`config.mk`:
```
export PLATFORM = sky130hd
export DESIGN_NAME = intr_present_ctrl
export DESIGN_NICKNAME = d
export VERILOG_FILES = /design/src/rtl/ipc_pkg.sv /design/src/rtl/ipc_offer_eval.sv /design/src/rtl/ipc_ipi_eval.sv /design/src/rtl/intr_present_ctrl.sv
export SDC_FILE = /design/constraint.sdc
export NUM_CORES = 1
export LEC_CHECK = 0
export BUFFER_PORTS_ARGS = -buffer_cell sky130_fd_sc_hd__buf_2
export CAP_MARGIN = 25
export CORE_MARGIN = 10
export CORE_UTILIZATION = 45
export DETAILED_ROUTE_END_ITERATION = 8
export PLACE_DENSITY = 0.67
export SYNTH_ARGS = -nofsm -noshare
export SYNTH_HDL_FRONTEND = slang
export SYNTH_SLANG_ARGS = --single-unit
```
`constraint.sdc`:
```
create_clock -name clk -period 5.2 [get_ports clk]
set_clock_uncertainty 0.15 [all_clocks]
set_input_delay 0.52 -clock clk [delete_from_list [all_inputs] [get_ports clk]]
set_output_delay 0.52 -clock clk [all_outputs]
set_load 0.02 [all_outputs]
```
`src/rtl/ipc_pkg.sv`:
```
package ipc_pkg;
  typedef enum logic [1:0] {
    OP_SET_THRESH = 2'd0,
    OP_SET_IPI    = 2'd1,
    OP_ACCEPT     = 2'd2,
    OP_EOI        = 2'd3
  } ipc_op_e;
endpackage

```
`src/rtl/ipc_offer_eval.sv`:
```
// Decides the fate of one incoming source offer against the current slot.
module ipc_offer_eval #(
  parameter int SRC_W  = 24,
  parameter int PRIO_W = 8
) (
  input  logic [PRIO_W-1:0] thresh,
  input  logic [SRC_W-1:0]  slot_src,
  input  logic [PRIO_W-1:0] slot_prio,
  input  logic [SRC_W-1:0]  new_src,
  input  logic [PRIO_W-1:0] new_prio,
  output logic              take,
  output logic              bounce,
  output logic [SRC_W-1:0]  bounce_src
);
  logic occupied;
  logic loses;

  always_comb begin
    occupied   = (slot_src != '0);
    loses      = (new_prio >= thresh) || (occupied && (slot_prio <= new_prio));
    take       = !loses;
    bounce     = loses || occupied;
    bounce_src = loses ? new_src : slot_src;
  end
endmodule

```
`src/rtl/ipc_ipi_eval.sv`:
```
// Evaluates whether the IPI should claim the slot under a given threshold.
module ipc_ipi_eval #(
  parameter int SRC_W  = 24,
  parameter int PRIO_W = 8
) (
  input  logic [PRIO_W-1:0] thresh,
  input  logic [PRIO_W-1:0] ipi_prio,
  input  logic [SRC_W-1:0]  slot_src,
  input  logic [PRIO_W-1:0] slot_prio,
  output logic              load,
  output logic              evict
);
  logic armed;
  logic held;

  always_comb begin
    armed = (ipi_prio < thresh);
    held  = (slot_src != '0) && (slot_prio <= ipi_prio);
    load  = armed && !held;
    evict = load && (slot_src != '0);
  end
endmodule

```
`src/rtl/intr_present_ctrl.sv`:
```
module intr_present_ctrl #(
  parameter int SRC_W  = 24,
  parameter int PRIO_W = 8,
  parameter logic [SRC_W-1:0] IPI_SRC = 2
) (
  input  logic                    clk,
  input  logic                    rst_n,
  input  logic                    offer_valid,
  output logic                    offer_ready,
  input  logic [SRC_W-1:0]        offer_src,
  input  logic [PRIO_W-1:0]       offer_prio,
  input  logic                    cmd_valid,
  input  logic [1:0]              cmd_op,
  input  logic [PRIO_W+SRC_W-1:0] cmd_data,
  output logic                    irq_out,
  output logic                    rd_valid,
  output logic [PRIO_W+SRC_W-1:0] rd_data,
  output logic                    rej_valid,
  output logic [SRC_W-1:0]        rej_src,
  output logic                    eoi_valid,
  output logic [SRC_W-1:0]        eoi_src,
  output logic                    resend_req
);
  import ipc_pkg::*;

  localparam int WORD_W = PRIO_W + SRC_W;
  localparam logic [PRIO_W-1:0] PRIO_OFF = '1;

  // architectural state
  logic [PRIO_W-1:0] thresh_q, thresh_d;
  logic [SRC_W-1:0]  slot_q, slot_d;
  logic [PRIO_W-1:0] pend_q, pend_d;
  logic [PRIO_W-1:0] ipi_q, ipi_d;
  logic              irq_q, irq_d;

  // registered pulses
  logic              rd_v_d, rej_v_d, eoi_v_d, resend_d;
  logic [WORD_W-1:0] rd_data_d;
  logic [SRC_W-1:0]  rej_src_d, eoi_src_d;

  // operand decode
  logic [PRIO_W-1:0] op_prio;
  logic [PRIO_W-1:0] eoi_thresh;
  logic [SRC_W-1:0]  eoi_num;
  logic [PRIO_W-1:0] thresh_eff;
  logic [PRIO_W-1:0] ipi_eff;
  logic              offer_fire;

  assign op_prio     = cmd_data[PRIO_W-1:0];
  assign eoi_thresh  = cmd_data[WORD_W-1:SRC_W];
  assign eoi_num     = cmd_data[SRC_W-1:0];
  assign offer_ready = !cmd_valid;
  assign offer_fire  = offer_valid && offer_ready;

  always_comb begin
    thresh_eff = thresh_q;
    ipi_eff    = ipi_q;
    if (cmd_valid) begin
      case (cmd_op)
        OP_SET_THRESH: thresh_eff = op_prio;
        OP_EOI:        thresh_eff = eoi_thresh;
        OP_SET_IPI:    ipi_eff    = op_prio;
        default:       thresh_eff = thresh_q;
      endcase
    end
  end

  logic ipi_load, ipi_evict;

  ipc_ipi_eval #(.SRC_W(SRC_W), .PRIO_W(PRIO_W)) u_ipi (
    .thresh    (thresh_eff),
    .ipi_prio  (ipi_eff),
    .slot_src  (slot_q),
    .slot_prio (pend_q),
    .load      (ipi_load),
    .evict     (ipi_evict)
  );

  logic             off_take, off_bounce;
  logic [SRC_W-1:0] off_bounce_src;

  ipc_offer_eval #(.SRC_W(SRC_W), .PRIO_W(PRIO_W)) u_offer (
    .thresh     (thresh_q),
    .slot_src   (slot_q),
    .slot_prio  (pend_q),
    .new_src    (offer_src),
    .new_prio   (offer_prio),
    .take       (off_take),
    .bounce     (off_bounce),
    .bounce_src (off_bounce_src)
  );

  always_comb begin
    thresh_d  = thresh_q;
    slot_d    = slot_q;
    pend_d    = pend_q;
    ipi_d     = ipi_q;
    irq_d     = irq_q;
    rd_v_d    = 1'b0;
    rd_data_d = '0;
    rej_v_d   = 1'b0;
    rej_src_d = '0;
    eoi_v_d   = 1'b0;
    eoi_src_d = '0;
    resend_d  = 1'b0;

    if (cmd_valid) begin
      case (cmd_op)
        OP_SET_THRESH: begin
          thresh_d = op_prio;
          if (op_prio < thresh_q) begin
            if ((slot_q != '0) && (op_prio <= pend_q)) begin
              slot_d    = '0;
              irq_d     = 1'b0;
              rej_v_d   = 1'b1;
              rej_src_d = slot_q;
            end
          end else if (slot_q == '0) begin
            resend_d = 1'b1;
            if (ipi_load) begin
              slot_d = IPI_SRC;
              pend_d = ipi_q;
              irq_d  = 1'b1;
            end
          end
        end
        OP_SET_IPI: begin
          ipi_d = op_prio;
          if (ipi_load) begin
            if (ipi_evict) begin
              rej_v_d   = 1'b1;
              rej_src_d = slot_q;
            end
            slot_d = IPI_SRC;
            pend_d = op_prio;
            irq_d  = 1'b1;
          end
        end
        OP_ACCEPT: begin
          rd_v_d    = 1'b1;
          rd_data_d = {thresh_q, slot_q};
          irq_d     = 1'b0;
          thresh_d  = pend_q;
          slot_d    = '0;
        end
        default: begin
          eoi_v_d   = 1'b1;
          eoi_src_d = eoi_num;
          thresh_d  = eoi_thresh;
          if (slot_q == '0) begin
            resend_d = 1'b1;
            if (ipi_load) begin
              slot_d = IPI_SRC;
              pend_d = ipi_q;
              irq_d  = 1'b1;
            end
          end
        end
      endcase
    end else if (offer_fire) begin
      if (off_bounce) begin
        rej_v_d   = 1'b1;
        rej_src_d = off_bounce_src;
      end
      if (off_take) begin
        slot_d = offer_src;
        pend_d = offer_prio;
        irq_d  = 1'b1;
      end
    end
  end

  always_ff @(posedge clk) begin
    if (!rst_n) begin
      thresh_q   <= '0;
      slot_q     <= '0;
      pend_q     <= '0;
      ipi_q      <= PRIO_OFF;
      irq_q      <= 1'b0;
      rd_valid   <= 1'b0;
      rd_data    <= '0;
      rej_valid  <= 1'b0;
      rej_src    <= '0;
      eoi_valid  <= 1'b0;
      eoi_src    <= '0;
      resend_req <= 1'b0;
    end else begin
      thresh_q   <= thresh_d;
      slot_q     <= slot_d;
      pend_q     <= pend_d;
      ipi_q      <= ipi_d;
      irq_q      <= irq_d;
      rd_valid   <= rd_v_d;
      rd_data    <= rd_data_d;
      rej_valid  <= rej_v_d;
      rej_src    <= rej_src_d;
      eoi_valid  <= eoi_v_d;
      eoi_src    <= eoi_src_d;
      resend_req <= resend_d;
    end
  end

  assign irq_out = irq_q;
endmodule

```
Word-level counts from Yosys, hierarchy flattened:

Index checks and enable logic that the tools add are counted.

* flip-flop bits (word level): 133
* output and inout bits: 86
* input port bits: 70
* logic and storage cells: 102

* bitwise gates (word level): 3
* reductions and logical operators: 22
* mux-type cells: 51
* $lt $le $gt $ge: 6
* eq/ne operators: 8

Operator list (count)
* $mux W24: 15
* $mux W8: 10
* $pmux W24 S3: 1
* $pmux W24 S2: 1
* $pmux W8 S3: 2
* $le A8 B8 Y1: 3
* $logic_not A24 Y1: 1
* $reduce_bool A24 Y1: 1
* $mux W1: 18
* $lt A8 B8 Y1: 2
* $pmux W8 S2: 1
* $ge A8 B8 Y1: 1
* $logic_and A1 B1 Y1: 6
* $ne A3 B3 Y1 const B: 2
* $reduce_and A3 Y1: 2
* $reduce_and A5 Y1: 1
* $reduce_or A5 Y1: 1
* $eq A2 B2 Y1 const B: 2
* $ne A2 B2 Y1 const B: 2
* $ne A4 B4 Y1 const B: 1
* $pmux W1 S2: 2
* $reduce_and A2 Y1: 2
* $not A1 Y1: 3
* $pmux W1 S3: 1
* 7 further kinds: 9

Logic depth before layout (Yosys ltp):

Gate-level depths: netlist of the first run.

* depth in word-level cells: 12
* depth in mapped cells: 16
* mapped depth without buffers: 13

Cells and area by module:

From an unflattened synthesis of the first run, not the netlist that was laid out.

* cells, all modules: 716
* area total of the unflattened synthesis: 6681.4 um2

By module, submodules not included
* intr_present_ctrl: cells an instance 566, area an instance 5342.6 um2, sequential area each 2662.6 um2, times used 1
* ipc_offer_eval: cells an instance 90, area an instance 895.9 um2, sequential area each 0.0 um2, times used 1
* ipc_ipi_eval: cells an instance 60, area an instance 442.9 um2, sequential area each 0.0 um2, times used 1

Least setup slack after synthesis of the first run:

OpenSTA, ideal clock, no wires.

* path type: input-to-reg
* start: input port cmd_op[0]
* end: register slot_q[10]
* required time: 4.933 ns
* cell stages on the path: 16
* path slack: 1.742 ns
* path buffers: 3
* setup time: 0.117 ns
* arrival: 3.191 ns
* path through: inv_1 > ha_1 > nand2b_1 > clkbuf_1 > clkbuf_1 > nor2_1 > a21oi_1 > ha_1 > a21o_1 > a221o_1 > a21o_1 > a21oi_4 > a311oi_1 > buf_2 > nand3_1 > nand2_1

* word-level cells in the longest chain between the ends: 12
* elaborated cells on any way between the ends: 20
* those cells by class: order compare: 2; eq/ne: 4; mux: 9; reduce/logical: 5

Ends and longest elaborated chain
* start: declaration: line intr_present_ctrl.sv:13 `input logic [1:0] cmd_op,`
* $eq A2 B1 Y1: line intr_present_ctrl.sv:59, intr_present_ctrl.sv:108
* $mux W8: line intr_present_ctrl.sv:59 `case (cmd_op)`
* $mux W8: line intr_present_ctrl.sv:58 `if (cmd_valid) begin`
* $le A8 B8 Y1: line ipc_ipi_eval.sv:18 `held = (slot_src != '0) && (slot_prio <= ipi_prio);`
* $logic_and A1 B1 Y1: line ipc_ipi_eval.sv:18
* $logic_not A1 Y1: line ipc_ipi_eval.sv:19 `load = armed && !held;`
* $logic_and A1 B1 Y1: line ipc_ipi_eval.sv:19
* $mux W24 (3 in series)
* $pmux W24 S3: line intr_present_ctrl.sv:108 `case (cmd_op)`
* $mux W24: line intr_present_ctrl.sv:107 `if (cmd_valid) begin`
* end signal: assignment: line intr_present_ctrl.sv:189 `slot_q <= slot_d;`
* end: declaration: line intr_present_ctrl.sv:31 `logic [SRC_W-1:0] slot_q, slot_d;`

Several ways; a longest one is shown, not always the timed one.
A chain may end at the register's enable or synchronous reset.

Final worst setup path of the first run:

* start: input port cmd_op[1]
* end: register pend_q[0]

* word-level cells in the longest chain between the ends: 12
* elaborated cells on any way between the ends: 22
* those cells by class: order compare: 2; eq/ne: 6; mux: 9; reduce/logical: 5

Ends and longest elaborated chain
* $eq A2 B1 Y1: line intr_present_ctrl.sv:59, intr_present_ctrl.sv:108
* $mux W8: line intr_present_ctrl.sv:59
* $mux W8: line intr_present_ctrl.sv:58
* $le A8 B8 Y1: line ipc_ipi_eval.sv:18
* $logic_and A1 B1 Y1: line ipc_ipi_eval.sv:18
* $logic_not A1 Y1: line ipc_ipi_eval.sv:19
* $logic_and A1 B1 Y1: line ipc_ipi_eval.sv:19
* $mux W8 (3 in series)
* $pmux W8 S3: line intr_present_ctrl.sv:108
* $mux W8: line intr_present_ctrl.sv:107
* end signal: assignment: line intr_present_ctrl.sv:190 `pend_q <= pend_d;`
* end: declaration: line intr_present_ctrl.sv:32 `logic [PRIO_W-1:0] pend_q, pend_d;`

Several ways; a longest one is shown, not always the timed one. The select of a mux whose other input is x is not followed.

==> results.yml, run 1 <==
outcome:
  status: "finished, final reports clean"
global_routing:
  grt_max_degree: 47
  grt_pass1_vias: 5367
  grt_util_all_layers_pct: 19.2
  antenna_found_initial: 0
  grt_overflow: 0
  grt_pass1_wl_mm: 28.4
critical_path:
  critPathSlowestCell: "ha_1"
  cp_top_family: "compound AO/OA/AOI/OAI gates"
  reg2reg_to: "slot_q[1]"
  cp-start-kind: "input pin"
  path_depth: 14
  max_stage_delay_ns: 0.61
  timing.rr.start: "pend_q[2]"
  crit_path_cell_trace: "buf_2, inv_1, ha_1, nand2_4, mux2i_1, ha_1, nor2b_1, o211ai_1, a21oi_1, o21ai_0, a21oi_1, o211a_1, a31oi_2, mux2i_1"
  r2r_cells: 10
  worst_setup_path_end_kind: "flip-flop"
  crit_type: "in -> reg"
  crit_start: "cmd_op[1]"
  critPathMaxFanout: 11
  regToRegSetupSlack_ns: 2.07
  cp.required_ns: 5.39
  critical_path_buf_inv_count: 2
  cp-endpoint: "pend_q[0]"
  arrival_ns: 4.25
power:
  vdd_drop_max_uv: 195
  powerDensity_nw_per_um2: 370
  p_leak_nw: 3.64
  finalPower_mw: 2.81
cells_and_area:
  stdcell_count: 977
  fillers: 1191
  postLayoutCoreUtil_pct: 57.5
  layout-drive-gt1-share_pct: 25.6
  antenna_cells: 0
  fin_nets: 908
  area_growth_syn_to_layout_pct: 25.3
  design_area_sq_um: 7590
synthesis:
  netlist_instances: 643
  async_flop_share_pct: 0
  synth_common_cells: "dfxtp_1 (133), nand2_1 (67), and2_1 (55)"
  synth_enable_flop_cells: 0
  synth_seq_area_share_pct: 44.0
  ys.flop_type: "dfxtp_1"
  ys_seq_elements: 133
  synth_simple_gate_area_share_pct: 17.5
  yosysWarnings: 0
  syn_area_per_cell_sq_um: 9.41
  yosysUniqueCellTypes: 54
  synth_top_family_by_area: "compound AO/OA/AOI/OAI gates"
  synth-compound-area-share_pct: 18.6
  synthMuxAreaShare_pct: 4.22
  synth_top_area_share_pct: 44.0
  synth_most_common_cell: "dfxtp_1"
  syn_area_sq_um: 6050
  synthTopCellsByArea: "dfxtp_1 (44%), ha_1 (10%), and2_1 (5.7%)"
  yosysTopAreaCell: "dfxtp_1"
  synth_adder_area_share_pct: 10.5
  syn-num-nets: 763
  synth-xor-area-share_pct: 0
placement:
  numPortBuffers: 155
  gp_congestion: 0.965
  pre_cts_slack_ns: 0.757
  dp_hpwl_mm: 13.8
  dpl_cell_area_sq_um: 6950
  dp.cells: 942
sta:
  rsz0062_at_grt: "false"
  final-hold-violation-count: 0
  max_slew.worst_pin.slew_ns: 1.06
  max_freq_ghz: 0.246
  relSlewSlack_pct: 29.6
  min_period_ns: 4.06
  tns_ns: 0
  slew_viol_final: 0
  fin_hold_ws_ns: 0.161
  fin_ws_ns: 1.14
  period_share_pct: 78.2
  setup_viol: 0
worst_hold_path:
  min_path_cells: 2
  holdCritPathClass: "in -> reg"
clock_network:
  numCtsBuffers: 17
  hold_buffers: 0
  cts_tree: "built"
  cts_resized: 0
  cts_root_buf: "clkbuf_16"
  clk-insertion-delay-late_ns: 0.42
  cts_setup_buffers: 0
  htreeDepth: 4
  cts_sinks: 133
  clkTransAtPathRegs_ns: 0.06
  cts_max_path_buffers: 2
routing:
  via_count: 5351
  route.detailed.drc: 0
  wl_met1_mm: 8.02
  highest_layer: "met4"
  drt_iter0_markers: 484
  wl_met2_mm: 8.35
  firstDrtPassIters: 5
  ant_nets: 0
  viasPerCell: 5.48
  dr_wl_met3_mm: 1.51
  routed_wl_mm: 18.1
  wire_per_inst_um: 18.5
floorplanning:
  fp.dieW_um: 136
  chipHeight_um: 136
  core_area_sq_um: 13200
  start_util_pct: 45.9
  design.die.area_sq_um: 18500
  num_rows: 42
  ios: 156
run:
  cap_violations: 0
worst min path at each step:
stage	from	end	slack (ns)
final	cmd_data[18]	eoi_src[18]	0.16
after global routing	cmd_data[11]	eoi_src[11]	0.15
after CTS	cmd_data[18]	eoi_src[18]	0.14
after detailed placement	irq_out	irq_out	0.34
after global placement	slot_q[8]	slot_q[8]	0.33
after floorplan	slot_q[10]	slot_q[10]	0.31
final cells by class:
| class | instances | area, sq um | share of cell area, % |
|---|---|---|---|
| clock buffer | 23 | 488 | 6.43 |
| timing repair buffer | 162 | 863 | 11.4 |
| inverter | 41 | 154 | 2.03 |
| tap | 176 | 220 | 2.90 |
| clock inverter | 9 | 92.6 | 1.22 |
| sequential | 133 | 2660 | 35.1 |
| multi-input combinational | 433 | 3110 | 40.9 |
cells by family (layout without fill, tap and decap cells):
| logic type | after synthesis | in the layout |
|---|---|---|
| simple gates | 210 | 210 |
| buf+inv | 77 | 235 |
| flops | 133 | 133 |
| compound gates | 147 | 147 |
| fa+ha+maj | 51 | 51 |
| mux | 25 | 25 |
flip-flops by register name, indices dropped and copies added, names as in the netlist:
name,count
eoi_valid,1
thresh_q,8
resend_req,1
slot_q,24
rej_src,24
rd_valid,1
pend_q,8
irq_out,1
ipi_q,8
rej_valid,1
rd_data,32
eoi_src,24
per-layer routing:
metal,global-route usage (%),vias up
li1,-,2614
met1,24.5,2500
met2,30.0,220
met3,5.90,17
met4,6.57,0
met5,0,-
worst register-to-register path: stages, from the launching register on:
cell	delay [ns]
dfxtp_1	0.55
inv_1	0.09
ha_1	0.28
nand3_1	0.11
o2111a_1	0.26
a211oi_1	0.42
o21ai_0	0.27
o21ai_2	0.35
buf_6	0.25
mux2i_1	0.19
nor3_1	0.06
where the power goes:
part	switching (mW)	internal, mW
Combinational	0.326	0.196
Clock	0.436	0.712
Sequential	0.0586	1.08
placed cells by master, fill, tap and decap left out, drive strengths merged, types with 3 or more instances in the layout:
cell type  count
o2111ai        3
nand3         26
nor4           9
nand2b         3
clkinv         3
nor2          24
nor3           7
clkinvlp       3
inv           43
nand2         68
a22oi         15
ha            50
a31oi          3
and3           4
dfxtp        133
o21ai          9
buf          162
o21a           4
a22o          24
nor2b          3
clkbuf        23
nand4          4
o211ai        12
a211oi         3
a311oi         9
and2          55
or2            3
mux2i         24
a21o           6
a21oi         25
a32oi         23
Note: power is estimated with default switching activity, not from simulation.
==> inputs of run 2 (changes only) <==
--- a/config.mk
+++ b/config.mk
@@ -5,12 +5,13 @@
 export SDC_FILE = /design/constraint.sdc
 export NUM_CORES = 1
 export LEC_CHECK = 0
+export ABC_AREA = 1
 export BUFFER_PORTS_ARGS = -buffer_cell sky130_fd_sc_hd__buf_2
 export CAP_MARGIN = 25
 export CORE_MARGIN = 10
 export CORE_UTILIZATION = 45
 export DETAILED_ROUTE_END_ITERATION = 8
-export PLACE_DENSITY = 0.67
+export PLACE_DENSITY = 0.69
 export SYNTH_ARGS = -nofsm -noshare
 export SYNTH_HDL_FRONTEND = slang
 export SYNTH_SLANG_ARGS = --single-unit
==> constraint.sdc (replaced) <==
create_clock -name clk -period 3.4 [get_ports clk]
set_clock_uncertainty 0.15 [all_clocks]
set_input_delay 0.34 -clock clk [delete_from_list [all_inputs] [get_ports clk]]
set_output_delay 0.34 -clock clk [all_outputs]
set_load 0.02 [all_outputs]
==> run 2 against run 1 <==
  * Count of clock-buffer cells in the layout shrank 3
  * Sequential share of layout area down 2.2 points
  * Die area rose by 5.2%
  * Cell count is 28% higher
  * Largest cell class unchanged
  * Largest power group is now sequential cells
  * Highest routed layer unchanged
==> results.yml, run 2 <==
synthesis:
  yosysTopAreaCell: "dfxtp_1"
  ys_seq_elements: 133
  synth_top_family_by_area: "simple AND/OR/NAND/NOR gates"
  synth_most_common_cell: "nand2_1"
  yosysUniqueCellTypes: 32
  synth_simple_gate_area_share_pct: 25.3
  synth_adder_area_share_pct: 9.74
  async_flop_share_pct: 0
  synthMuxAreaShare_pct: 0
  syn-num-nets: 1016
  synth_common_cells: "nand2_1 (213), dfxtp_1 (133), inv_1 (118)"
  synth-compound-area-share_pct: 13.6
  synthTopCellsByArea: "dfxtp_1 (41%), nand2_1 (12%), ha_1 (9.7%)"
  yosysWarnings: 0
  syn_area_per_cell_sq_um: 7.17
  synth_enable_flop_cells: 0
  synth_seq_area_share_pct: 41.4
  synth-xor-area-share_pct: 0
  synth_top_area_share_pct: 41.4
  netlist_instances: 896
  ys.flop_type: "dfxtp_1"
  syn_area_sq_um: 6420
routing:
  firstDrtPassIters: 5
  route.detailed.drc: 0
  ant_nets: 0
  viasPerCell: 4.99
  via_count: 6257
  routed_wl_mm: 19.4
  drt_iter0_markers: 541
  wire_per_inst_um: 15.5
clock_network:
  cts_resized: 0
  cts_max_path_buffers: 2
  clk-insertion-delay-late_ns: 0.42
  cts_sinks: 133
  numCtsBuffers: 17
  cts_tree: "built"
  htreeDepth: 4
  clkTransAtPathRegs_ns: 0.05
  cts_root_buf: "clkbuf_16"
sta:
  relSlewSlack_pct: 41.0
  max_slew.worst_pin.slew_ns: 0.883
  fin_ws_ns: 0.452
  min_period_ns: 2.95
  tns_ns: 0
  max_freq_ghz: 0.339
  period_share_pct: 86.7
  rsz0062_at_grt: "false"
  setup_viol: 0
  slew_viol_final: 0
  final-hold-violation-count: 0
power:
  powerDensity_nw_per_um2: 500
  vdd_drop_max_uv: 384
  p_leak_nw: 4.04
placement:
  gp_congestion: 0.915
  pre_cts_slack_ns: 0.0573
  numPortBuffers: 155
  dp_hpwl_mm: 14.2
outcome:
  status: "finished, final reports clean"
cells_and_area:
  postLayoutCoreUtil_pct: 58.1
  layout_common_cells: "nand2_1 (213), buf_2 (155), dfxtp_1 (133)"
  ff_latch_area_sq_um: 2660
  fillers: 1317
  multi_input_area_sq_um: 3130
  fin_nets: 1184
  largest_reg_flops: 32
  area_growth_syn_to_layout_pct: 26.0
  layout_commonest_cell: "nand2_1"
  layout-drive-gt1-share_pct: 21.6
  max_flop_register: "rd_data"
  antenna_cells: 0
global_routing:
  grt_pass1_vias: 5939
  grt_overflow: 0
  grt_util_all_layers_pct: 19.6
  grt_max_degree: 50
  antenna_found_initial: 0
  grt_pass1_wl_mm: 31.1
floorplanning:
  core_area_sq_um: 13900
  start_util_pct: 46.1
  chipHeight_um: 139
  num_rows: 43
  ios: 156
  fp.dieW_um: 139
  design.die.area_sq_um: 19500
worst_hold_path:
  hp-start: "cmd_data[13]"
  min_path_cells: 3
  hold_end: "eoi_src[13]"
  holdCritPathClass: "in -> reg"
critical_path:
  cp.required_ns: 3.57
  critPathMaxFanout: 16
  timing.rr.start: "thresh_q[5]"
  arrival_ns: 3.11
  crit_path_cell_trace: "buf_2, inv_1, ha_1, nor2_8, nand3_1, o21ai_0, ha_1, a21oi_1, nor2_1, a211oi_1, nand3_2, nand2_1, and2_1, buf_12, nand3_1, nand2_1, nor2_2"
  cp-start-kind: "input pin"
  regToRegSetupSlack_ns: 0.60
  worst_setup_path_end_kind: "flip-flop"
  reg2reg_to: "slot_q[5]"
  max_stage_delay_ns: 0.39
  critPathSlowestCell: "a211oi_1"
  r2r_cells: 12
  crit_type: "in -> reg"
run:
  cap_violations: 0
[run 2: cell types whose count changed in the layout (fill, tap and decap cells not counted), sizes merged, moves of 23 or more]
cell and delta:
a22o -24, and2 -53, o21ai +53, a21oi +63
inv +79, nor2 +100, mux2i -24, a32oi -23
nand2 +151
[run 2: cell type report]
| class | count | area share [%] |
|---|---|---|
| tap | 180 | 2.78 |
| clock buffer | 20 | 5.52 |
| sequential | 133 | 32.9 |
| inverter | 122 | 5.72 |
| timing repair buffer | 186 | 13.4 |
| multi-input combinational | 604 | 38.7 |
| clock inverter | 9 | 1.04 |
[run 2: cells by family (layout without fill, tap and decap cells)]
kind of cell    Yosys count  count (layout)
buf+inv                 159             337
compound gates          164             164
fa+ha+maj                50              50
flops                   133             133
simple gates            390             390
[run 2: through the flow]
stage	hold WS (ns)	std cells	power, mW	instance area (sq um)
detailed placement	0.302	1210	2.39	7420
floorplan	0.290	896	2.16	6420
CTS	0.00677	1254	4.08	8100
finish	0.0184	1254	4.05	8100
global route	0.0173	1254	4.25	8100
global placement	0.296	1210	2.39	7420
[run 2: power by group]
group / switching, mW / internal, mW / leakage [nW]
clock: 0.657 / 1.01 / 0.250
sequential: 0.0389 / 1.62 / 1.08
combinational: 0.461 / 0.263 / 2.70
[run 2: layer usage]
layer / wire, um / track usage, %
met3: 1690 / 5.61
met2: 8700 / 30.2
met4: 326 / 6.92
met5: 0 / 0
met1: 8690 / 25.3
[run 2: how the worst max path moves through the flow]
stage,startpoint,end,slack (ns),cells past startpoint
final,cmd_op[0],pend_q[4],0.45,17
after global routing,cmd_op[0],pend_q[4],0.18,17
after CTS,cmd_op[0],pend_q[0],0.49,16
after detailed placement,cmd_op[0],pend_q[0],0.06,16
after global placement,cmd_op[0],rej_src[22],0.04,15
after floorplan,cmd_op[0],pend_q[6],0.29,16
[run 2: worst max-delay path, delay by kind of cell]
family / cells / cell delay (ns)
and+or+nand+nor: 9 / 1.08
AOI/OAI and AO/OA: 3 / 0.67
adders and majority gates: 2 / 0.68
buffers and inverters: 3 / 0.33
[run 2: what timing repair did]
action	CTS	global route
buffers inserted	0	0
hold buffers	15	0
endpoints found under the setup margin	0	0
hold endpoints to repair	15	0
==> inputs of run 3 (changes only) <==
--- a/config.mk
+++ b/config.mk
@@ -10,8 +10,9 @@
 export CAP_MARGIN = 25
 export CORE_MARGIN = 10
 export CORE_UTILIZATION = 45
+export CTS_CLUSTER_DIAMETER = 100
 export DETAILED_ROUTE_END_ITERATION = 8
-export PLACE_DENSITY = 0.69
+export PLACE_DENSITY = 0.66
 export SYNTH_ARGS = -nofsm -noshare
 export SYNTH_HDL_FRONTEND = slang
 export SYNTH_SLANG_ARGS = --single-unit
==> constraint.sdc (replaced) <==
create_clock -name clk -period 3.5 [get_ports clk]
set_clock_uncertainty 0.15 [all_clocks]
set_input_delay 0.35 -clock clk [delete_from_list [all_inputs] [get_ports clk]]
set_output_delay 0.35 -clock clk [all_outputs]
set_load 0.02 [all_outputs]
==> run 3 against run 2 <==
  * Cell area shrank 0.70%
  * Clock power is 3% lower
  * Largest cell class unchanged
  * Routed wire length fell by 0.42%
  * Non-clock buffer count is 7 lower
  * Worst setup slack lost 0.0091 ns
  * Die area unchanged
  * First-iteration DRC count fell by 14%
  * Sequential share of layout area increased by 0.23 points
==> results.yml, run 3 (synthesis gave the netlist of run 2 again) <==
floorplanning:
  chipHeight_um: 139
  design.die.area_sq_um: 19500
  fp.dieW_um: 139
  ios: 156
  start_util_pct: 46.1
  num_rows: 43
  core_area_sq_um: 13900
routing:
  drt_iter0_markers: 464
  routed_wl_mm: 19.3
  route.detailed.drc: 0
  viasPerCell: 4.99
  wire_per_inst_um: 15.4
  firstDrtPassIters: 5
  via_count: 6237
  ant_nets: 0
sta:
  max_freq_ghz: 0.327
  rsz0062_at_grt: "false"
  relSlewSlack_pct: 33.4
  tns_ns: 0
  slew_viol_final: 0
  max_slew.worst_pin.slew_ns: 0.996
  min_period_ns: 3.06
  period_share_pct: 87.4
  setup_viol: 0
  final-hold-violation-count: 0
global_routing:
  grt_util_all_layers_pct: 19.6
  antenna_found_initial: 1
  grt_pass1_vias: 5962
  grt_pass1_wl_mm: 31.2
  grt_overflow: 0
  grt_max_degree: 50
critical_path:
  crit_path_cell_trace: "buf_2, inv_1, ha_1, nor2_8, nand3_1, o21ai_0, ha_1, a21oi_1, nor2_1, a211oi_1, nand3_2, a21oi_2, and2_4, nor2_2, nor2_2"
  timing.rr.start: "thresh_q[7]"
  cp.required_ns: 3.70
  crit_start: "cmd_op[0]"
  cp-start-kind: "input pin"
  worst_setup_path_end_kind: "flip-flop"
  arrival_ns: 3.26
  crit_type: "in -> reg"
  critical_path_buf_inv_count: 2
  critPathSlowestCell: "a211oi_1"
  cp_top_family: "simple AND/OR/NAND/NOR gates"
  critPathMaxFanout: 16
  max_stage_delay_ns: 0.40
placement:
  gp_congestion: 0.881
  numPortBuffers: 155
  dpl_cell_area_sq_um: 7360
  dp_hpwl_mm: 14.1
  dp.cells: 1204
power:
  power_frac_seq_pct: 41.3
  powerDensity_nw_per_um2: 487
  p_int_mw: 2.76
  vdd_drop_max_uv: 335
  netSwitchingFraction_pct: 29.5
  clockPowerShare_pct: 41.2
  p_sw_mw: 1.16
  p_leak_nw: 4.00
  comb_power_share_pct: 17.5
  finalPower_mw: 3.92
clock_network:
  cts_max_path_buffers: 2
  clk-insertion-delay-late_ns: 0.42
  cts_resized: 0
  clkTransAtPathRegs_ns: 0.06
  cts_tree: "built"
  cts_sinks: 133
  htreeDepth: 4
  numCtsBuffers: 17
  cts_root_buf: "clkbuf_16"
  cts_setup_buffers: 0
cells_and_area:
  layout-drive-gt1-share_pct: 21.4
  stdcell_count: 1251
  design_area_sq_um: 8040
  fin_nets: 1177
  layout_common_cells: "nand2_1 (213), buf_2 (155), dfxtp_1 (133)"
  max_flop_register: "rd_data"
  postLayoutCoreUtil_pct: 57.7
  layout_commonest_cell: "nand2_1"
  largest_reg_flops: 32
  area_growth_syn_to_layout_pct: 25.1
worst_hold_path:
  hp-start: "cmd_data[14]"
  holdCritPathClass: "in -> reg"
outcome:
  status: "finished, final reports clean"
run:
  cap_violations: 0
run 3: changes by cell type in the layout (fill, tap and decap cells not counted), sizes merged:
cell	before	now
buf	171	165
bufinv	1	0
clkbuf	20	21
clkinv	4	5
clkinvlp	4	5
diode	0	1
dlygate4sd3	15	14
inv	122	123
run 3: layout make-up:
cell class / count / area, sq um
Antenna cell: 1 / 2.50
Clock buffer: 21 / 460
Clock inverter: 11 / 78.8
Fill cell: 1360 / 5890
Inverter: 122 / 463
Multi-Input combinational cell: 604 / 3130
Sequential cell: 133 / 2660
Tap cell: 180 / 225
Timing Repair Buffer: 179 / 1020
run 3: power groups by stage:
stage	Sequential, mW	Clock [mW]	Combinational, mW
2_1_floorplan	1.66	0	0.434
3_3_place_gp	1.65	0	0.660
3_5_place_dp	1.65	0	0.667
4_1_cts	1.61	1.64	0.684
5_1_grt	1.62	1.71	0.784
6_report	1.62	1.61	0.686
run 3: final timing paths:
kind | to | slack, ns | cells past startpoint
worst max-delay path | pend_q[3] | 0.44 | 15
worst min-delay path | eoi_src[14] | 0.02 | 3
worst max register to register | slot_q[14] | 0.58 | 12
worst min register to register | slot_q[18] | 0.31 | 2
run 3: timing repair:
item                       4_1_cts  5_1_grt
hold endpoints to repair        14        0
setup endpoints to repair        0        0
hold buffers                    14        0
run 3: layer usage:
| metal | vias up | share of wire (%) | track usage, % |
|---|---|---|---|
| met5 | - | 0 | 0 |
| met4 | 0 | 1.6 | 6.26 |
| met3 | 20 | 8.4 | 6.19 |
| met2 | 234 | 44 | 30.5 |
| met1 | 2824 | 46 | 25.2 |
| li1 | 3159 | - | - |
run 3: worst min-delay path, cell delays in order:
cell	delay, ns
buf_2	0.10
inv_1	0.05
nor2_1	0.04
run 3: stage by stage:
step           hold slack [ns]  worst slack (ns)
6_report                0.0160             0.443
5_1_grt                 0.0142             0.211
4_1_cts                0.00513             0.506
3_5_place_dp             0.300             0.108
3_3_place_gp             0.296             0.213
2_1_floorplan            0.290             0.381
